--- config.mk ---
export PLATFORM = sky130hd
export DESIGN_NAME = edge_tick_delay
export DESIGN_NICKNAME = d
export VERILOG_FILES = /design/src/rtl/edly_pkg.sv /design/src/rtl/edly_rise_det.sv /design/src/rtl/edly_tick_ctr.sv /design/src/rtl/edly_stamp_fifo.sv /design/src/rtl/edge_tick_delay.sv
export SDC_FILE = /design/constraint.sdc
export NUM_CORES = 1
export LEC_CHECK = 0
export ABC_CLOCK_PERIOD_IN_PS = 4150
export BUFFER_PORTS_ARGS = -buffer_cell sky130_fd_sc_hd__buf_4
export CORE_MARGIN = 8
export CORE_UTILIZATION = 45
export DETAILED_ROUTE_END_ITERATION = 16
export PLACE_DENSITY = 0.65
export SETUP_SLACK_MARGIN = 0.1
export SLEW_MARGIN = 15
export SYNTH_ARGS = -nofsm -noshare
export SYNTH_HDL_FRONTEND = slang
export SYNTH_HIERARCHICAL = 1
export SYNTH_SLANG_ARGS = --single-unit
--- constraint.sdc ---
create_clock -name clk -period 4.15 [get_ports clk]
set_input_delay 0.415 -clock clk [delete_from_list [all_inputs] [get_ports clk]]
set_output_delay 0.415 -clock clk [all_outputs]
set_load 0.05 [all_outputs]
--- src/rtl/edly_pkg.sv ---
package edly_pkg;
   // Advances a circular index and wraps it back to zero after depth-1.
   function automatic int unsigned wrap_inc(input int unsigned idx, input int unsigned depth);
      return (idx + 1 >= depth) ? 0 : idx + 1;
   endfunction
endpackage

--- src/rtl/edly_rise_det.sv ---
module edly_rise_det (
   input  logic clk,
   input  logic rst_n,
   input  logic level,
   output logic rise
);
   logic level_q;

   always_ff @(posedge clk or negedge rst_n) begin
      if (!rst_n) level_q <= 1'b0;
      else        level_q <= level;
   end

   assign rise = level & ~level_q;

   // a rising edge can never be reported on two cycles in a row
   a_r3_single_rise: assert property (@(posedge clk) disable iff (!rst_n)
      rise |=> !rise);
endmodule

--- src/rtl/edly_tick_ctr.sv ---
module edly_tick_ctr #(
   parameter int unsigned CNT_W = 10
) (
   input  logic             clk,
   input  logic             rst_n,
   input  logic             tick_en,
   output logic [CNT_W-1:0] now
);
   always_ff @(posedge clk or negedge rst_n) begin
      if (!rst_n)       now <= '0;
      else if (tick_en) now <= now + 1'b1;
   end

   // time stands still without a tick
   a_r5_hold_no_tick: assert property (@(posedge clk) disable iff (!rst_n)
      !tick_en |=> $stable(now));
endmodule

--- src/rtl/edly_stamp_fifo.sv ---
module edly_stamp_fifo #(
   parameter int unsigned WIDTH = 10,
   parameter int unsigned DEPTH = 4
) (
   input  logic                     clk,
   input  logic                     rst_n,
   input  logic                     push,
   input  logic [WIDTH-1:0]         din,
   input  logic                     pop,
   output logic [WIDTH-1:0]         head,
   output logic                     empty,
   output logic                     full,
   output logic [$clog2(DEPTH+1)-1:0] fill
);
   localparam int unsigned PTR_W  = (DEPTH > 1) ? $clog2(DEPTH) : 1;
   localparam int unsigned FILL_W = $clog2(DEPTH+1);

   logic [PTR_W-1:0] wr_ptr, rd_ptr;
   logic [WIDTH-1:0] slot [DEPTH];

   genvar gi;
   generate
      for (gi = 0; gi < DEPTH; gi++) begin : g_slot
         always_ff @(posedge clk or negedge rst_n) begin
            if (!rst_n)
               slot[gi] <= '0;
            else if (push && wr_ptr == PTR_W'(gi))
               slot[gi] <= din;
         end
      end
   endgenerate

   always_ff @(posedge clk or negedge rst_n) begin
      if (!rst_n) begin
         wr_ptr <= '0;
         rd_ptr <= '0;
         fill   <= '0;
      end else begin
         if (push) wr_ptr <= PTR_W'(edly_pkg::wrap_inc(int'(wr_ptr), DEPTH));
         if (pop)  rd_ptr <= PTR_W'(edly_pkg::wrap_inc(int'(rd_ptr), DEPTH));
         if (push && !pop)      fill <= fill + 1'b1;
         else if (pop && !push) fill <= fill - 1'b1;
      end
   end

   assign head  = slot[rd_ptr];
   assign empty = (fill == '0);
   assign full  = (fill == FILL_W'(DEPTH));

   // occupancy never goes past the configured depth
   a_r4_fill_bound: assert property (@(posedge clk) disable iff (!rst_n)
      fill <= FILL_W'(DEPTH));
   // a full store accepts no write unless one leaves in the same cycle
   a_r6_no_write_when_full: assert property (@(posedge clk) disable iff (!rst_n)
      (full && push) |-> pop);
   // nothing is ever read from an empty store
   a_r1_no_read_empty: assert property (@(posedge clk) disable iff (!rst_n)
      empty |-> !pop);
endmodule

--- src/rtl/edge_tick_delay.sv ---
module edge_tick_delay #(
   parameter int unsigned CNT_W       = 10,
   parameter int unsigned DELAY_TICKS = 1000,
   parameter int unsigned DEPTH       = 4
) (
   input  logic clk,
   input  logic rst_n,
   input  logic pulse_in,
   input  logic tick_en,
   output logic edge_out,
   output logic overflow
);
   localparam int unsigned FILL_W = $clog2(DEPTH+1);
   localparam logic [CNT_W-1:0] DLY = CNT_W'(DELAY_TICKS);

   generate
      if (CNT_W < 2 || CNT_W > 31) begin : g_bad_width
         $error("edge_tick_delay: CNT_W must lie in 2..31");
      end
      if (DELAY_TICKS < 1) begin : g_bad_delay
         $error("edge_tick_delay: DELAY_TICKS must be at least 1");
      end
      if (DEPTH < 2) begin : g_bad_depth
         $error("edge_tick_delay: DEPTH must be at least 2");
      end
      if (DELAY_TICKS + DEPTH >= (64'd1 << CNT_W)) begin : g_bad_range
         $error("edge_tick_delay: DELAY_TICKS + DEPTH must fit the tick counter");
      end
   endgenerate

   logic             rise;
   logic [CNT_W-1:0] now, head, age;
   logic             empty, full, due, accept, drop;
   logic [FILL_W-1:0] fill;

   edly_rise_det u_rise (
      .clk   (clk),
      .rst_n (rst_n),
      .level (pulse_in),
      .rise  (rise)
   );

   edly_tick_ctr #(.CNT_W(CNT_W)) u_ctr (
      .clk     (clk),
      .rst_n   (rst_n),
      .tick_en (tick_en),
      .now     (now)
   );

   // Modular age is unambiguous because no stamp gets older than DELAY_TICKS+DEPTH.
   assign age    = now - head;
   assign due    = !empty && (age >= DLY);
   assign accept = rise && (!full || due);
   assign drop   = rise && full && !due;

   edly_stamp_fifo #(.WIDTH(CNT_W), .DEPTH(DEPTH)) u_fifo (
      .clk   (clk),
      .rst_n (rst_n),
      .push  (accept),
      .din   (now),
      .pop   (due),
      .head  (head),
      .empty (empty),
      .full  (full),
      .fill  (fill)
   );

   always_ff @(posedge clk or negedge rst_n) begin
      if (!rst_n) begin
         edge_out <= 1'b0;
         overflow <= 1'b0;
      end else begin
         edge_out <= due;
         overflow <= overflow | drop;
      end
   end

   // once set, the loss flag stays set
   a_r6_overflow_sticky: assert property (@(posedge clk) disable iff (!rst_n)
      overflow |=> overflow);
   // a dropped edge leaves the occupancy unchanged
   a_r6_drop_keeps_fill: assert property (@(posedge clk) disable iff (!rst_n)
      drop |=> (fill == $past(fill)) && overflow);
   // every released stamp becomes exactly one output pulse
   a_r2_release_pulse: assert property (@(posedge clk) disable iff (!rst_n)
      due |=> edge_out);
   // no output pulse without a release in the cycle before
   a_r2_no_spurious: assert property (@(posedge clk) disable iff (!rst_n)
      !due |=> !edge_out);
endmodule

==> metrics.cfg, run 1 <==
[sta]
worst_clock_skew_ns=0.0100
timing.fmax_ghz=0.266
min_period_over_period_pct=90.6
slew_violations=0
transition_at_the_pin_with_the_smallest_max_transition_slack_ns=0.759
grt_setup_unrepaired=no
final.setup.worst_slack_ns=0.389
headroom_to_the_max_slew_limit_pct=49.4
finalHoldViolations=0
min_period_ns=3.76
setup_violations=0
fin_tns_setup_ns=0

[synth]
synth_enable_flop_cells=0
nets_in_the_synthesized_netlist=260
fraction_of_registers_with_async_set_reset_pct=100
synth.cell_area_um2=3140
postSynthCellCount=238
avgSynthCellArea_um2=13.2
register_area_share_after_synthesis_pct=47.8
postSynth.topFlopCell=dfrtp_1
synth_cell_types=40
count_of_state_elements_after_synthesis=60
ys.warnings.count=6

[grt]
grtUsageMet3_pct=4.12
overflow=0
grt_max_degree=61
groute.usage.overall_pct=13.5
global_route.usage.met2_pct=20.4
global_route.usage.met1_pct=16.9
global_route_wire_length_before_repair_um=10200
initial_antenna_violation_count=0
vias_in_the_first_global_route=1990
highest_utilization_routing_layer_at_the_global_route_stage=met2

[detailed_routing]
wl_per_cell_um=16.6
drt_first_pass_iters=4
route.detailed.drc=0
route.vias.total=1891
routed_via_density=5.28
drt_first_iter_violations=77
drt.antenna.violating_nets=0
wirelength_um=5930

[cells_and_area]
filler_cell_count=603
multi_input_comb_area_um2=1560
layout-drive-gt1-share_pct=35.1
final_layout_net_count=279
most-common-layout-cells=59 x dfrtp_1, 43 x mux2_2, 17 x inv_1, 16 x ha_1, 11 x buf_4
ff_latch_area_um2=1500
final_common_cell=dfrtp_1
area_grow_syn2layout_pct=11.7
antennaDiodeCount=0

[job]
max_cap_viol_count=0

[worst_setup_path]
critPathRequiredTime_ns=4.41
setup.worst_path.class=register to register
timing.critical_path.cells=buf_4, mux4_1, inv_1, ha_1, a21o_2, a311oi_1, nor3_1, nor3_2, nand4_2, a21boi_1, ha_1, inv_1, fa_1, xor2_1, nor2_1, xor2_1
critical-path-max-stage-delay_ns=0.55
end_kind=register
timing.critical_path.arrival_ns=4.02
slowest_stage=mux4_1
critical_path.startpoint_type=register
cp_max_fanout=6

[placement]
place_hpwl_um=4000
port-buffer-count=5
gp_congestion=0.839
detailedPlace.worstSlack_ns=0.360

[die]
die-width_um=99.6
initial_core_util_pct=46.2
row_count=30
die-area_um2=9910
io-pin-count=6
chip_height_um=99.6
core_area_um2=6790

[clocking]
clock_sinks=60
worst_setup_hold_path_clk_slew_ns=0.07
h-tree-depth=3
cts.path.max_buffers=2
post_cts_setup_driven_buffer_insertion_count=0
cts_tree=done
clkLatencyLatePin_ns=0.34
master_cell_of_the_clock_root_buffer=clkbuf_8
tritoncts.num_buffers=9

[outcome]
run_status=finished clean

[worst_hold_path]
min-delay-path-class=input pin to asynchronous set/reset pin

[power]
total_leakage_power_nw=1.64
max-vdd-ir-drop_mv=0.408
pwr_density_cell_nw_per_um2=803

sequential cells by signal, summed over array words and instances, names as in the netlist:
register        flops
u_fifo/wr_ptr       2
u_fifo/rd_ptr       2
u_fifo/fill         3
u_ctr/now          10
u_rise/level_q      1
overflow            1
u_fifo/slot        40
edge_out            1
synth_stat cells, drive strengths merged (2+ instances only):
library cell	number	area (µm²)
mux2	43	484
nor3	7	50.1
a211o	2	17.5
nor3b	3	22.5
xor2	10	87.6
nand2b	4	25.0
o21ai	5	25.0
nor2	6	22.5
inv	17	63.8
xnor2	6	52.6
nand3	4	20.0
a21oi	5	25.0
buf	3	23.8
nand2	13	61.3
nor2b	2	20.0
a21o	3	25.0
dfrtp	60	1500
mux4	10	233
ha	16	200
fa	2	40.0
a21boi	2	15.0
nand4	5	43.8
a211oi	2	15.0
power by group:
part | internal (mW) | leakage (nW) | switching [mW]
clock | 0.274 | 0.0931 | 0.227
sequential | 0.780 | 0.770 | 0.176
combinational | 0.675 | 0.779 | 0.687
through the flow:
step / utilization, % / hold slack [ns] / cells / instance area, µm² / total power [mW]
6_report: 51.7 / 0.146 / 358 / 3510 / 2.82
2_1_floorplan: - / 0.119 / 238 / 3140 / 2.00
3_3_place_gp: 48.9 / 0.475 / 342 / 3320 / 2.28
4_1_cts: 51.6 / 0.174 / 358 / 3500 / 2.83
5_1_grt: 51.7 / 0.171 / 358 / 3510 / 3.05
3_5_place_dp: 48.9 / 0.471 / 342 / 3320 / 2.31
cell families (layout without fill, tap and decap cells):
family	after synthesis	after routing	synth area share, %
compound gates	23	23	5.02
xor+xnor	16	16	4.46
fa+ha+maj	18	18	7.65
buf+inv	20	44	2.79
flops	60	60	47.8
mux	53	53	22.8
simple gates	48	48	9.48
worst max-delay path: cells and delay by family, from the launching register on:
kind	cells	cell delay, ns
XOR/XNOR	2	0.32
AND/OR/NAND/NOR	4	0.52
AO/OA/AOI/OAI	3	0.74
multiplexers	1	0.55
adder cells (fa/ha/maj)	3	0.89
flip-flops	1	0.38
buffers and inverters	3	0.30
final cells by class:
cell class	count	share of cell area [%]
Inverter	17	1.82
Clock inverter	5	1.50
Clock buffer	11	3.74
Timing Repair Buffer	11	2.35
Sequential cell	60	42.8
Multi-Input combinational cell	158	44.3
Tap cell	96	3.42
layer usage:
layer | routed length [µm] | vias to the layer above
met5 | 0 | -
met4 | 146 | 0
met3 | 185 | 11
met2 | 2770 | 22
met1 | 2840 | 959
li1 | - | 899
worst paths after layout:
check | cells after the start | slack [ns] | start | to
worst min-delay path | 1 | 0.15 | rst_n | u_fifo/slot[1]$_DFFE_PN0P_
max in group asynchronous | 1 | 3.47 | rst_n | u_fifo/rd_ptr[1]$_DFFE_PN0P_
worst max register to register | 16 | 0.39 | u_fifo/rd_ptr[0]$_DFFE_PN0P_ | u_fifo/fill[2]$_DFFE_PN0P_
worst max-delay path | 16 | 0.39 | u_fifo/rd_ptr[0]$_DFFE_PN0P_ | u_fifo/fill[2]$_DFFE_PN0P_
worst min register to register | 1 | 0.48 | overflow$_DFF_PN0_ | overflow$_DFF_PN0_
min in group clk | 1 | 0.19 | pulse_in | u_rise/level_q$_DFF_PN0_
timing repair:
action | CTS | global route
gates resized for setup | 0 | 2
hold buffers | 0 | 0
hold endpoints to repair | 0 | 0
endpoints found under the setup margin | 0 | 1
No activity file was read; power rests on OpenSTA's default activity.
==> inputs of run 2 (changes only) <==
Settings changed: CELL_PAD_IN_SITES_DETAIL_PLACEMENT set to 1, CELL_PAD_IN_SITES_GLOBAL_PLACEMENT set to 2, PLACE_DENSITY 0.65 to 0.84.
==> run 2 against run 1 <==
Core utilization increased by 1.1 points. Sequential power decreased by 0.9%. Die area unchanged. Via count increased by 1.6%. Critical path type unchanged. Critical endpoint unchanged. Largest cell class unchanged.
==> metrics.cfg, run 2 (synthesis results as in run 1) <==
[outcome]
run_status=finished clean

[detailed_routing]
route.vias.total=1922
drt.antenna.violating_nets=0
wl_per_cell_um=17.2
drt_first_iter_violations=55
drt_first_pass_iters=4
route.detailed.drc=0
wirelength_um=6170
routed_via_density=5.35

[grt]
grt_max_degree=61
groute.usage.overall_pct=13.8
global_route_wire_length_before_repair_um=10700
overflow=0
vias_in_the_first_global_route=2057
initial_antenna_violation_count=0

[placement]
port-buffer-count=5
place_hpwl_um=4320
dpl_cells=342
detailedPlace.worstSlack_ns=0.211
gp_congestion=0.750

[die]
chip_height_um=99.6
io-pin-count=6
die-area_um2=9910
core_area_um2=6790
row_count=30
initial_core_util_pct=46.2
die-width_um=99.6

[sta]
slew_violations=0
setup_violations=0
min_period_over_period_pct=90.9
worst_clock_skew_ns=0.00820
transition_at_the_pin_with_the_smallest_max_transition_slack_ns=0.753
fin_tns_setup_ns=0
timing.fmax_ghz=0.265
min_period_ns=3.77
final.setup.worst_slack_ns=0.377
headroom_to_the_max_slew_limit_pct=49.8
finalHoldViolations=0
grt_setup_unrepaired=no
hold_slack_ns=0.131

[worst_setup_path]
r2r.worst_path.cells=16
critical_path.startpoint_type=register
end_kind=register
cp_max_fanout=7
critPathRequiredTime_ns=4.42
regToRegEndpoint=u_fifo/fill[2]$_DFFE_PN0P_
timing.rr.start=u_fifo/rd_ptr[0]$_DFFE_PN0P_
r2r_slack_ns=0.38
timing.critical_path.arrival_ns=4.04
setup.worst_path.class=register to register

[clocking]
tritoncts.num_buffers=9
worst_setup_hold_path_clk_slew_ns=0.07
cts_hold_buf=0
cts_tree=done
cts.path.max_buffers=2
h-tree-depth=3
clock_sinks=60
clkLatencyLatePin_ns=0.34
master_cell_of_the_clock_root_buffer=clkbuf_8

[worst_hold_path]
min-delay-path-class=input pin to asynchronous set/reset pin

[cells_and_area]
most-common-layout-cells=59 x dfrtp_1, 43 x mux2_2, 17 x inv_1, 15 x ha_1, 12 x buf_4
largest_register_ffs=40
final_common_cell=dfrtp_1
area_grow_syn2layout_pct=14.1
final_layout_net_count=280
registers.top_by_ff_count=u_fifo/slot
layout-drive-gt1-share_pct=36.5
filler_cell_count=692
antennaDiodeCount=0
finish.cell_count_without_fillers=359
biggest_regs=u_fifo/slot x40, u_ctr/now x10, u_fifo/fill x3

[power]
max-vdd-ir-drop_mv=0.324
total_leakage_power_nw=1.67
pwr_density_cell_nw_per_um2=834

[job]
max_cap_viol_count=0

-- run 2: repair_timing --
action	CTS	global route
resized for setup	0	3
setup endpoints to repair	0	2
setup buffers	0	1
-- run 2: metal layers --
| metal | global-route usage, % | vias up | share of wire [%] |
|---|---|---|---|
| li1 | - | 900 | - |
| met1 | 18.3 | 989 | 49 |
| met2 | 20.5 | 23 | 46 |
| met3 | 4.05 | 10 | 3.1 |
| met4 | 5.59 | 0 | 1.7 |
| met5 | 0 | - | 0 |
-- run 2: cell type report --
class                           count  area (µm²)  share of cell area (%)
Multi-Input combinational cell    158        1560                    43.5
Sequential cell                    60        1500                    41.9
Clock buffer                        9         124                    3.46
Clock inverter                      7         124                    3.46
Tap cell                           96         120                    3.35
Timing Repair Buffer               12        90.1                    2.51
Inverter                           17        63.8                    1.78
-- run 2: worst max path at each step --
| stage | startpoint | end | slack [ns] | cells past startpoint |
|---|---|---|---|---|
| 2_1_floorplan | u_fifo/rd_ptr[0]$_DFFE_PN0P_ | u_fifo/fill[2]$_DFFE_PN0P_ | 0.63 | 16 |
| 3_3_place_gp | u_fifo/rd_ptr[0]$_DFFE_PN0P_ | u_fifo/fill[2]$_DFFE_PN0P_ | 0.31 | 16 |
| 3_5_place_dp | u_fifo/rd_ptr[0]$_DFFE_PN0P_ | u_fifo/fill[2]$_DFFE_PN0P_ | 0.21 | 16 |
| 4_1_cts | u_fifo/rd_ptr[0]$_DFFE_PN0P_ | u_fifo/fill[2]$_DFFE_PN0P_ | 0.18 | 16 |
| 5_1_grt | u_fifo/rd_ptr[0]$_DFFE_PN0P_ | u_fifo/fill[2]$_DFFE_PN0P_ | 0.11 | 16 |
| 6_report | u_fifo/rd_ptr[0]$_DFFE_PN0P_ | u_fifo/fill[2]$_DFFE_PN0P_ | 0.38 | 16 |
-- run 2: critical path, stage by stage (launching register included) --
cell and delay, ns:
dfrtp_2 0.41, buf_4 0.21, mux4_1 0.56, inv_1 0.07
ha_2 0.31, a21o_2 0.21, a311oi_1 0.24, nor3_1 0.11
nor3_2 0.14, nand4_2 0.14, a21boi_1 0.22, ha_1 0.21
inv_1 0.06, fa_1 0.37, xor2_1 0.17, nor2_1 0.12
xor2_1 0.15
-- run 2: where the power goes --
part           total, mW  internal (mW)  leakage, nW  switching (mW)
Sequential         0.947          0.780        0.770           0.167
Combinational       1.39          0.687        0.782           0.702
Clock              0.653          0.403        0.120           0.251
-- run 2: metrics by stage --
step	area (µm²)	total power [mW]	utilization (%)
after floorplan	3140	2.00	-
after global placement	3320	2.29	48.9
after detailed placement	3320	2.32	48.9
after CTS	3570	3.00	52.5
after global routing	3580	3.23	52.7
final	3580	2.99	52.7
